--- src/rtl/tree_reduce_sched_pkg.sv ---
package tree_reduce_sched_pkg;

  typedef enum logic [1:0] {
    ST_IDLE  = 2'd0,
    ST_COUNT = 2'd1,
    ST_EMIT  = 2'd2,
    ST_FIN   = 2'd3
  } schedState_t;

  typedef struct packed {
    logic loadCfg;
    logic rewind;
    logic nextPass;
    logic advance;
    logic consume;
    logic incCount;
  } ctlStrobe_t;

  localparam logic [1:0] ROLE_LEFT  = 2'b00;
  localparam logic [1:0] ROLE_RIGHT = 2'b01;
  localparam logic [1:0] MODE_TREE  = 2'b11;

endpackage

--- src/rtl/tree_reduce_sched_dp.sv ---
module tree_reduce_sched_dp
  import tree_reduce_sched_pkg::*;
#(
  parameter int DIM_W   = 5,
  parameter int COUNT_W = 7
) (
  input  logic               clk,
  input  logic               rstN,
  input  ctlStrobe_t         stb,
  input  logic [DIM_W-1:0]   cfgDim,
  output logic               opAvail,
  output logic               passAvail,
  output logic [DIM_W-1:0]   leftIdx,
  output logic [DIM_W-1:0]   rightIdx,
  output logic [DIM_W-1:0]   pairStride,
  output logic               pairLast,
  output logic [COUNT_W-1:0] opCount
);

  localparam int W = COUNT_W;

  logic [W-1:0] nReg;
  logic [W-1:0] strideReg;
  logic [W-1:0] baseReg;
  logic [W-1:0] countReg;
  logic [W-1:0] remainReg;
  logic [W:0]   reach;

  assign reach     = {1'b0, baseReg} + {1'b0, strideReg};
  assign opAvail   = reach < {1'b0, nReg};
  assign passAvail = strideReg < nReg;

  always_ff @(posedge clk or negedge rstN) begin
    if (!rstN) begin
      nReg      <= W'(1);
      strideReg <= W'(1);
      baseReg   <= '0;
      countReg  <= '0;
      remainReg <= '0;
    end else if (stb.loadCfg) begin
      nReg      <= W'(cfgDim) + W'(1);
      strideReg <= W'(1);
      baseReg   <= '0;
      countReg  <= '0;
      remainReg <= '0;
    end else if (stb.rewind) begin
      strideReg <= W'(1);
      baseReg   <= '0;
      remainReg <= countReg;
    end else if (stb.nextPass) begin
      strideReg <= strideReg << 1;
      baseReg   <= '0;
    end else if (stb.advance) begin
      baseReg <= baseReg + (strideReg << 1);
      if (stb.incCount) countReg  <= countReg + W'(1);
      if (stb.consume)  remainReg <= remainReg - W'(1);
    end
  end

  assign leftIdx    = baseReg[DIM_W-1:0];
  assign rightIdx   = reach[DIM_W-1:0];
  assign pairStride = strideReg[DIM_W-1:0];
  assign pairLast   = (remainReg == W'(1));
  assign opCount    = countReg;

  // the counting walk must land on N-1 operations
  assert_count_exact_R1: assert property (@(posedge clk) disable iff (!rstN)
    stb.rewind |=> (countReg == nReg - W'(1)));

  // stride stays a single power of two
  assert_stride_pow2_R2: assert property (@(posedge clk) disable iff (!rstN)
    $countones(strideReg) == 1);

  // never consume past the counted total
  assert_no_underrun_R5: assert property (@(posedge clk) disable iff (!rstN)
    stb.consume |-> (remainReg != '0));

endmodule

--- src/rtl/tree_reduce_sched_ctrl.sv ---
module tree_reduce_sched_ctrl
  import tree_reduce_sched_pkg::*;
(
  input  logic       clk,
  input  logic       rstN,
  input  logic       start,
  input  logic       pairReady,
  input  logic       opAvail,
  input  logic       passAvail,
  output ctlStrobe_t stb,
  output logic       pairValid,
  output logic       countValid,
  output logic       done
);

  schedState_t state, nextState;

  always_comb begin
    stb       = '0;
    nextState = state;
    unique case (state)
      ST_IDLE: begin
        if (start) begin
          stb.loadCfg = 1'b1;
          nextState   = ST_COUNT;
        end
      end
      ST_COUNT: begin
        if (!passAvail) begin
          stb.rewind = 1'b1;
          nextState  = ST_EMIT;
        end else if (opAvail) begin
          stb.advance  = 1'b1;
          stb.incCount = 1'b1;
        end else begin
          stb.nextPass = 1'b1;
        end
      end
      ST_EMIT: begin
        if (!passAvail) begin
          nextState = ST_FIN;
        end else if (opAvail) begin
          if (pairReady) begin
            stb.advance = 1'b1;
            stb.consume = 1'b1;
          end
        end else begin
          stb.nextPass = 1'b1;
        end
      end
      default: nextState = ST_IDLE;
    endcase
  end

  always_ff @(posedge clk or negedge rstN) begin
    if (!rstN) state <= ST_IDLE;
    else       state <= nextState;
  end

  assign pairValid  = (state == ST_EMIT) && opAvail;
  assign countValid = (state == ST_EMIT);
  assign done       = (state == ST_FIN);

  // a start pulse during streaming never restarts the count
  assert_start_ignored_R8: assert property (@(posedge clk) disable iff (!rstN)
    (state == ST_EMIT && start) |=> (state != ST_COUNT));

  // done lasts one cycle
  assert_done_pulse_R6: assert property (@(posedge clk) disable iff (!rstN)
    done |=> !done);

endmodule

--- src/rtl/tree_reduce_sched.sv ---
module tree_reduce_sched
  import tree_reduce_sched_pkg::*;
#(
  parameter int DIM_W   = 5,
  parameter int COUNT_W = 7
) (
  input  logic               clk,
  input  logic               rstN,
  input  logic               start,
  input  logic [DIM_W-1:0]   cfgDim,
  input  logic               pairReady,
  output logic               pairValid,
  output logic [DIM_W-1:0]   leftIdx,
  output logic [DIM_W-1:0]   rightIdx,
  output logic [DIM_W-1:0]   pairStride,
  output logic               pairLast,
  output logic [COUNT_W-1:0] opCount,
  output logic               countValid,
  output logic               done,
  output logic [1:0]         leftRole,
  output logic [1:0]         rightRole,
  output logic [1:0]         modeCode
);

  ctlStrobe_t stb;
  logic       opAvail;
  logic       passAvail;

  tree_reduce_sched_ctrl u_ctrl (
    .clk        (clk),
    .rstN       (rstN),
    .start      (start),
    .pairReady  (pairReady),
    .opAvail    (opAvail),
    .passAvail  (passAvail),
    .stb        (stb),
    .pairValid  (pairValid),
    .countValid (countValid),
    .done       (done)
  );

  tree_reduce_sched_dp #(
    .DIM_W   (DIM_W),
    .COUNT_W (COUNT_W)
  ) u_dp (
    .clk        (clk),
    .rstN       (rstN),
    .stb        (stb),
    .cfgDim     (cfgDim),
    .opAvail    (opAvail),
    .passAvail  (passAvail),
    .leftIdx    (leftIdx),
    .rightIdx   (rightIdx),
    .pairStride (pairStride),
    .pairLast   (pairLast),
    .opCount    (opCount)
  );

  assign leftRole  = ROLE_LEFT;
  assign rightRole = ROLE_RIGHT;
  assign modeCode  = MODE_TREE;

  // pair holds under backpressure
  assert_hold_R4: assert property (@(posedge clk) disable iff (!rstN)
    (pairValid && !pairReady) |=> (pairValid && $stable(leftIdx) &&
      $stable(rightIdx) && $stable(pairStride) && $stable(pairLast)));

  // left index is aligned to twice the stride
  assert_align_R2: assert property (@(posedge clk) disable iff (!rstN)
    pairValid |-> ((({1'b0, leftIdx}) & ((({1'b0, pairStride}) << 1) - 1'b1)) == '0));

  // quiet outputs while done is raised
  assert_done_quiet_R6: assert property (@(posedge clk) disable iff (!rstN)
    done |-> (!pairValid && !countValid));

  // nothing follows the final accepted pair
  assert_last_final_R5: assert property (@(posedge clk) disable iff (!rstN)
    (pairValid && pairReady && pairLast) |=> !pairValid);

endmodule

--- config.mk ---
export PLATFORM = sky130hd
export DESIGN_NAME = tree_reduce_sched
export DESIGN_NICKNAME = d
export VERILOG_FILES = /design/src/rtl/tree_reduce_sched_pkg.sv /design/src/rtl/tree_reduce_sched_dp.sv /design/src/rtl/tree_reduce_sched_ctrl.sv /design/src/rtl/tree_reduce_sched.sv
export SDC_FILE = /design/constraint.sdc
export NUM_CORES = 1
export LEC_CHECK = 0
export ABC_AREA = 1
export ABC_CLOCK_PERIOD_IN_PS = 3250
export BUFFER_PORTS_ARGS = -buffer_cell sky130_fd_sc_hd__buf_2
export CAP_MARGIN = 10
export CORE_MARGIN = 2
export CORE_UTILIZATION = 40
export DETAILED_ROUTE_END_ITERATION = 10
export GPL_ROUTABILITY_DRIVEN = 0
export PLACE_DENSITY_LB_ADDON = 0.3
export SETUP_SLACK_MARGIN = 0.02
export SLEW_MARGIN = 15
export SYNTH_ARGS = -nofsm -noshare
export SYNTH_HDL_FRONTEND = slang
export SYNTH_HIERARCHICAL = 1
export SYNTH_SLANG_ARGS = --single-unit
--- constraint.sdc ---
create_clock -name clk -period 3.25 [get_ports clk]
set_input_delay 0.65 -clock clk [delete_from_list [all_inputs] [get_ports clk]]
set_output_delay 0.65 -clock clk [all_outputs]
set_load 0.1 [all_outputs]
[Word level (Yosys, flattened, before mapping)]
Index checks and enable logic that the tools add are counted.
Storage, ports and cells
  bits in registers: 37
  output and inout port bits: 32
  word-level logic and storage cells: 69
Operators by class
  add/sub/neg operators: 5
  magnitude comparators: 2
  equality and inequality tests: 10
  muxes and demuxes: 35
  reduce and logical (&&, ||, !) cells: 11
Operators with widths (number)
  $mux W7: 17
  $mux W2: 6
  $mux W1: 9
  $reduce_bool A3 Y1: 3
  $add A7 B7 Y8: 1
  $lt A8 B7 Y1: 1
  $add A7 B1 Y7 const B: 1
  $add A7 B7 Y7: 1
  $eq A7 B1 Y1 const B: 1
  $lt A7 B7 Y1: 1
  $sub A7 B1 Y7 const B: 1
  $add A5 B1 Y6 const B: 1
  $ne A2 B2 Y1 const B: 3
  $pmux W2 S3: 1
  $reduce_and A3 Y1: 2
  $eq A2 B2 Y1 const B: 2
  $ne A2 B1 Y1 const B: 2
  $pmux W2 S2: 1
  $reduce_and A4 Y1: 1
  $reduce_bool A2 Y1: 2
  $reduce_bool A4 Y1: 1
  $mux W3: 1
  $ne A3 B1 Y1 const B: 1
  $eq A2 B1 Y1 const B: 1
  2 further kinds: 2

[Depth between registers and ports, before layout]
Gate-level depths: netlist of run 1.
  depth in word-level cells: 10
  mapped depth: 23

[By module]
Netlist of run 1, hierarchy kept.
Modules (own cells, without submodules)
  tree_reduce_sched_dp: times used 1, cells each 320, area an instance 2454.9 µm², seq. area each 828.3 µm²
  tree_reduce_sched_ctrl: times used 1, cells each 41, area an instance 251.5 µm², seq. area each 50.0 µm²
  tree_reduce_sched: times used 1, cells each 8, area an instance 52.6 µm², seq. area each 0.0 µm²

[Worst setup path after synthesis of run 1]
OpenSTA, ideal clock, no wires.
  path type: register to output
  from: register u_dp.baseReg[2]
  to: output pairValid
  arrival: 3732 ps
  required time: 2600 ps
  slack: -1132 ps
  stages on the path, launching flop included: 11
  cells stage by stage: dfrtp_1 > ha_1 > xor2_1 > ha_1 > nand2_1 > inv_1 > nand2_1 > a21oi_1 > nor2_1 > nand2_1 > inv_1
Between the ends
  word-level cells in the longest chain between the ends: 3
Ends and longest elaborated chain
  start, declared: RTL line tree_reduce_sched_dp.sv:24  | logic [W-1:0] baseReg;
  start signal, assigned: RTL line tree_reduce_sched_dp.sv:54  | baseReg <= baseReg + (strideReg << 1);
  $add A7 B7 Y8: RTL line tree_reduce_sched_dp.sv:29  | assign reach = {1'b0, baseReg} + {1'b0, strideReg};
  via rightIdx[2]: RTL line tree_reduce_sched.sv:14  | output logic [DIM_W-1:0] rightIdx,
  $lt A8 B7 Y1: RTL line tree_reduce_sched_dp.sv:30  | assign opAvail = reach < {1'b0, nReg};
  via opAvail: RTL line tree_reduce_sched.sv:26  | logic opAvail;
  $logic_and A1 B1 Y1: RTL line tree_reduce_sched_ctrl.sv:60  | assign pairValid = (state == ST_EMIT) && opAvail;
  end, declared: RTL line tree_reduce_sched.sv:12  | output logic pairValid,
The timed path passes the listed nets, and every way through them passes these cells.

[Worst setup path in the final report of run 1]
  from: register u_dp.strideReg[3]
  to: output pairValid
Between the ends
  word-level cells in the longest chain between the ends: 3
Ends and longest elaborated chain
  start, declared: RTL line tree_reduce_sched_dp.sv:23  | logic [W-1:0] strideReg;
  start signal, assigned: RTL line tree_reduce_sched_dp.sv:51  | strideReg <= strideReg << 1;
  $add A7 B7 Y8: RTL line tree_reduce_sched_dp.sv:29
  $lt A8 B7 Y1: RTL line tree_reduce_sched_dp.sv:30
  via opAvail: RTL line tree_reduce_sched.sv:26
  $logic_and A1 B1 Y1: RTL line tree_reduce_sched_ctrl.sv:60
The timed path passes the listed nets, and every way through them passes these cells.

==> results of run 1 <==
==> final timing paths <==
path | end | slack (ps) | depth (start not counted)
max | pairValid | -40 | 16
min | u_dp/remainReg[1] | 450 | 1
max reg2reg | u_dp/opCount[5] | 60 | 24
min reg2reg | u_dp/nReg[0] | 500 | 2
max in group asynchronous | u_dp/nReg[3] | 2290 | 1
min in group clk | u_dp/nReg[0] | 500 | 2
==> worst register-to-register path, cell delays in order (launching register included) <==
cell and delay [ps]:
dfrtp_1 420, ha_4 320, nand2_2 60, inv_2 50
nand2_2 60, nand2_2 70, xor2_1 160, ha_1 270
a21oi_2 130, nand2_1 80, a21oi_2 110, nand3_1 90
nor2_2 140, buf_4 140, nand2_4 70, nor2_4 160
nor2_2 50, nor2_2 110, inv_2 70, nor2_4 140
nand3_4 120, nand2_4 130, inv_4 50, nand2_1 50
nand2_1 50
==> logic make-up after synthesis <==
family          share of synthesized area
compound gates                      0.117
xor+xnor                           0.0222
fa+ha+maj                           0.143
buf+inv                             0.144
flops                               0.318
mux                               0.00363
other cells                       0.00408
simple gates                        0.248
==> through the flow <==
stage                     setup TNS, ps  setup slack (ps)  hold slack (ps)  area, um2  std cells
after floorplan                   -4080              -363              354       2790        373
after global placement                0              31.4              486       3010        479
after detailed placement           -200             -73.5              492       3010        479
after CTS                         -88.8             -88.8              500       3240        496
after global routing              -2380              -217              512       3490        506
final                             -42.8             -42.8              454       3490        506
==> flip-flops by register name, summed over array words and instances, names as in the netlist <==
signal	count
u_dp/nReg	6
u_dp/remainReg	7
u_dp/strideReg	7
u_dp/baseReg	6
u_ctrl/state	2
u_dp/opCount	7
==> area by class of cell <==
type / instances / area, um2 / share of cell area
flip-flops and latches: 35 / 878 / 0.252
clock buffers: 7 / 76.3 / 0.0219
well taps: 80 / 100 / 0.0287
repair buffers: 65 / 447 / 0.128
multi-input cells: 253 / 1720 / 0.493
inverters: 65 / 263 / 0.0753
clock inverters: 1 / 5.00 / 0.00143
==> where the power goes <==
part	internal, mW	total, mW	switching [mW]
Clock	0.151	0.310	0.159
Sequential	0.557	0.641	0.0837
Combinational	0.738	2.28	1.54
==> timing repair <==
action,4_1_cts,5_1_grt
setup endpoints to repair,9,21
pin swaps,11,26
endpoints found under the hold margin,0,0
buffers inserted,9,11
gates resized for setup,21,52
==> placed cells by master, fill, tap and decap left out, drive strengths merged, types with 2 or more instances in the layout <==
cell type / n
o22ai: 11
nand4: 10
dfrtp: 33
o21ai: 25
dfstp: 2
nand3: 23
nand2: 86
ha: 30
nor2: 26
inv: 64
nor3: 3
a21oi: 16
clkbuf: 7
buf: 65
xnor2: 2
conb: 7
xor2: 5
==> metal layers <==
| metal | global-route usage | part of all wire | wire length [um] |
|---|---|---|---|
| met3 | 0.0294 | 0.037 | 241 |
| met5 | 0 | 0 | 0 |
| met1 | 0.256 | 0.48 | 3140 |
| met2 | 0.281 | 0.48 | 3110 |
| met4 | 0.0369 | 0.0067 | 44 |
==> impl_metrics.csv, run 1 <==
group,metric,value,unit
sta,max_freq,0.304,GHz
sta,slew_headroom,0.338,
layout,area_delta_synth_final,26.4,%
grt,grt_pass1_wl,10.8,mm
cts,cts_hold_buf,0,
cts,clkLatencyLatePin,280,ps
yosys,avgSynthCellArea,7.48,um2
worst_setup_path,cp_max_fo,5,
yosys,ys_top_cells_by_area,"dfrtp_1 30%, ha_1 14%, nand2_1 11%",
floorplanning,design.die.area,0.00758,mm2
drt,wl_per_cell,12.9,um
cts,clk_pin_slew,70,ps
worst_setup_path,worstPathArrival,2640,ps
drt,vias,2501,
sta,fin_skew,4.00,ps
layout,drive_gt1_frac,0.310,
worst_setup_path,path_class,"flip-flop to output port",
worst_setup_path,critPathRequiredTime,2600,ps
yosys,synth-edff-count,0,
yosys,syn_area,0.00276,mm2
cts,tritoncts,"built",
yosys,synth_warnings,6,
yosys,synth.most_common_cell,"nand2_1",
power,power,3.23,mW
floorplanning,io_pins,41,
layout,fillers,629,
worst_setup_path,crit_path_end_kind,"output port",
yosys,ys_ff_latch,35,
worst_setup_path,cp-start-kind,"flip-flop",
cts,cts_made_buffers,5,
layout,num-nets-final,465,
sta,setup_viol,1,
grt,grt_use_total,0.178,
power,leakagePower,1.90,nW
power,ir_drop,0.835,mV
yosys,yosysSeqAreaShare,0.318,
status,status,"complete, but fails checks",
worst_setup_path,r2r-start,"u_dp/strideReg[3]",
layout,final_util,0.519,
floorplanning,core_region_area,0.00672,mm2
min_path,hold_class,"input port to asynchronous set/reset pin",
drt,first_pass_iters,4,
sta,tightest_slew,990,ps
cts,cts_buffer_depth,2,
sta,hold_viol_final,0,
sta,fin_crit_sh,1.01,
yosys,ys.flop_type,"dfrtp_1",
status,violations,"setup timing",
grt,grt_overflow,0,
sta,min_period,3290,ps
sta,drv_slew,0,
power,p_per_area,926,mW/mm2
drt,drt_wl_total,6.53,mm
place,port_buffers,33,
cts,cts.sinks,35,
drt,postRouteAntennaNets,0,
yosys,yosys-top-cells-count,"81 x nand2_1, 61 x inv_1, 33 x dfrtp_1",
yosys,syn_inst,369,
drt,drt-vias-per-instance,4.94,
grt,antenna_found_initial,0,
grt,grt_max_degree,36,
worst_setup_path,cp_cell_sequence,"ha_4 > nand2_2 > inv_2 > nand2_2 > nand2_2 > xor2_1 > ha_1 > a21oi_2 > nand2_1 > a21oi_2 > nand3_1 > nor2_2 > buf_6 > nand2_4 > clkinvlp_4 > buf_12",
yosys,yosysTopAreaCellShare,0.299,
worst_setup_path,path_common_cell,"nand2_2",
layout,antennaDiodeCount,0,
worst_setup_path,slowest_stage,"dfrtp_1",
worst_setup_path,crit_start,"u_dp/strideReg[3]",
cts,root_buffer,"clkbuf_8",
worst_setup_path,worst-path-buf-inv,4,
worst_setup_path,cp_slowest_stage_delay,420,ps
sta,worst_slack,-42.8,ps
worst_setup_path,path_delay_family,"adder cells",
yosys,yosys.area.top_type,"dfrtp_1",
floorplanning,die_w,87.1,um
place,hpwl,4.75,mm
grt,grt_pass1_vias,2303,
drt,drt_iter0_markers,201,
floorplanning,rows,30,
drt,drc,0,
run,cap_violations,0,
cts,cts_max_level,2,
floorplanning,die_h,87.1,um
yosys,async_reset_ff_frac,1.00,
sta,rsz0062_at_grt,"true",
yosys,ys_types,37,
floorplanning,start_util,0.411,
No activity file was read; power rests on OpenSTA's default activity.
==> run 2, diff against run 1 <==
- CELL_PAD_IN_SITES_DETAIL_PLACEMENT: unset -> 0
- CELL_PAD_IN_SITES_GLOBAL_PLACEMENT: unset -> 1
- CORE_UTILIZATION: 40 -> 38
==> run 2 against run 1 <==
  * The flow still finishes with violations (setup timing)
  * Combinational power up 2%
  * Die area up 5.0%
  * Sequential power down 0.6%
  * Worst setup slack worse by 43 ps
  * Clock power up 16%
  * Maximum frequency down 1.3%
  * Final area up 2.3%
  * Critical path depth unchanged
  * Clock skew up 3.8 ps
  * Count of clock-buffer cells in the layout unchanged
  * Register-to-register slack worse by 30 ps
  * Power up 3.1%
  * Largest power group unchanged
==> impl_metrics.csv, run 2 (same netlist as run 1, synthesis figures left out) <==
group,metric,value,unit
sta,slew_headroom,0.362,
cts,cts.sinks,35,
layout,area_delta_synth_final,29.3,%
floorplanning,start_util,0.387,
sta,max_freq,0.300,GHz
power,leakagePower,1.93,nW
drt,drt-vias-per-instance,4.67,
grt,grt_pass1_wl,10.8,mm
floorplanning,core_region_area,0.00714,mm2
min_path,hold_class,"input port to asynchronous set/reset pin",
grt,grt_use_total,0.175,
drt,dr_wl_met3,225,um
cts,tritoncts,"built",
floorplanning,rows,31,
cts,clkLatencyLatePin,290,ps
layout,final_area,0.00357,mm2
cts,root_buffer,"clkbuf_8",
cts,cts_made_buffers,5,
floorplanning,design.die.area,0.00796,mm2
sta,fin_skew,7.79,ps
layout,final_cell_mix,"73 x nand2_1, 56 x inv_1, 33 x dfrtp_1",
grt,grt_max_degree,36,
drt,vias,2468,
status,status,"complete, but fails checks",
drt,first_pass_iters,4,
floorplanning,die_w,89.2,um
worst_setup_path,r2r-start,"u_dp/baseReg[2]",
place,placed_cells,499,
worst_setup_path,path_class,"flip-flop to output port",
worst_setup_path,cp-start-kind,"flip-flop",
drt,drt_wl_total,6.66,mm
layout,antennaDiodeCount,0,
sta,hold_viol_final,0,
worst_setup_path,crit_start,"u_dp/baseReg[2]",
grt,antenna_found_initial,0,
layout,final_common_cell,"nand2_1",
drt,wl_per_cell,12.6,um
layout,num-nets-final,468,
worst_setup_path,crit_path_end_kind,"output port",
run,cap_violations,0,
layout,drive_gt1_frac,0.303,
worst_setup_path,critPathRequiredTime,2600,ps
sta,worst_slack,-85.6,ps
power,ir_drop,0.822,mV
sta,finalSetupTns,-85.6,ps
place,port_buffers,33,
grt,grt_overflow,0,
cts,clk_pin_slew,80,ps
cts,cts_hold_buf,0,
cts,cts_buffer_depth,2,
grt,grt_pass1_vias,2250,
layout,final_cell_count_no_fill,528,
drt,wl_met1,3.36,mm
sta,hold-worst-slack,441,ps
drt,routed.top_layer,"met4",
sta,rsz0062_at_grt,"true",
sta,fin_crit_sh,1.03,
drt,drc,0,
place,hpwl,4.75,mm
place,place_area,0.00304,mm2
sta,min_period,3340,ps
drt,drt_iter0_markers,106,
drt,met2_wirelength,3.02,mm
place,dp_slack,-55.1,ps
floorplanning,io_pins,41,
sta,drv_slew,0,
cts,cts_max_level,2,
sta,tightest_slew,953,ps
worst_setup_path,cp_max_fo,3,
sta,setup_viol,1,
status,violations,"setup timing",
worst_setup_path,worstPathArrival,2690,ps
drt,postRouteAntennaNets,0,
floorplanning,die_h,89.2,um
power,p_per_area,933,mW/mm2
==> run 2: changes by cell type in the layout (fill, tap and decap cells not counted), moves of 2 or more <==
cell / previous run / this run
nor2_1: 17 / 19
inv_1: 54 / 56
nand2_2: 8 / 5
buf_4: 25 / 28
clkbuf_8: 5 / 7
inv_4: 6 / 4
ha_1: 25 / 27
nor2_2: 4 / 1
clkbuf_1: 2 / 0
nand2_1: 71 / 73
==> run 2: layer usage <==
| metal | vias up | GRT usage |
|---|---|---|
| met5 | - | 0 |
| met4 | 0 | 0.0353 |
| met3 | 6 | 0.0314 |
| met2 | 45 | 0.257 |
| met1 | 1129 | 0.268 |
| li1 | 1288 | - |
==> run 2: layout make-up <==
class                      count  area (um2)
timing repair buffer          68         469
clock buffer                   7        96.3
inverter                      65         263
clock inverter                 1        7.51
sequential                    35         878
multi-input combinational    253        1730
fill                         722        3570
tap                           99         124
==> run 2: stage by stage <==
| stage | util | power, mW |
|---|---|---|
| 3_5_place_dp | 0.426 | 2.51 |
| 6_report | 0.500 | 3.33 |
| 5_1_grt | 0.500 | 3.58 |
| 2_1_floorplan | - | 2.16 |
| 4_1_cts | 0.474 | 3.11 |
| 3_3_place_gp | 0.426 | 2.51 |
==> run 2: final timing paths <==
path                                    to  slack [ps]  cells past startpoint
setup / recovery                 pairValid         -90                     16
hold reg to reg               u_dp/nReg[0]         500                      2
max in group asynchronous  u_dp/opCount[3]        2270                      1
min in group clk              u_dp/nReg[0]         500                      2
hold / removal             u_dp/baseReg[2]         440                      1
setup reg to reg           u_dp/opCount[5]          30                     24
==> run 2: power by group <==
part           total, mW  switching, mW  internal, mW
clock network      0.359          0.166         0.193
logic               2.33           1.57         0.764
registers          0.637         0.0807         0.557
total               3.33           1.81          1.51
==> run 2: repair_timing <==
action | CTS | global route
buffers inserted | 16 | 7
setup endpoints to repair | 11 | 22
resized for setup | 35 | 36
pin swaps | 22 | 21
cloned | 0 | 0
==> run 2: worst max-delay path, cell delays in order, from the launching register on <==
cell	delay, ps
dfrtp_1	390
ha_1	310
nand2_1	70
nand2_2	80
a21oi_2	160
xor2_1	180
inv_1	90
ha_2	180
a21oi_2	120
nand2_1	60
a21oi_1	110
nand3_1	100
nor2_2	150
buf_6	130
nand2_4	40
clkinvlp_4	80
buf_12	160
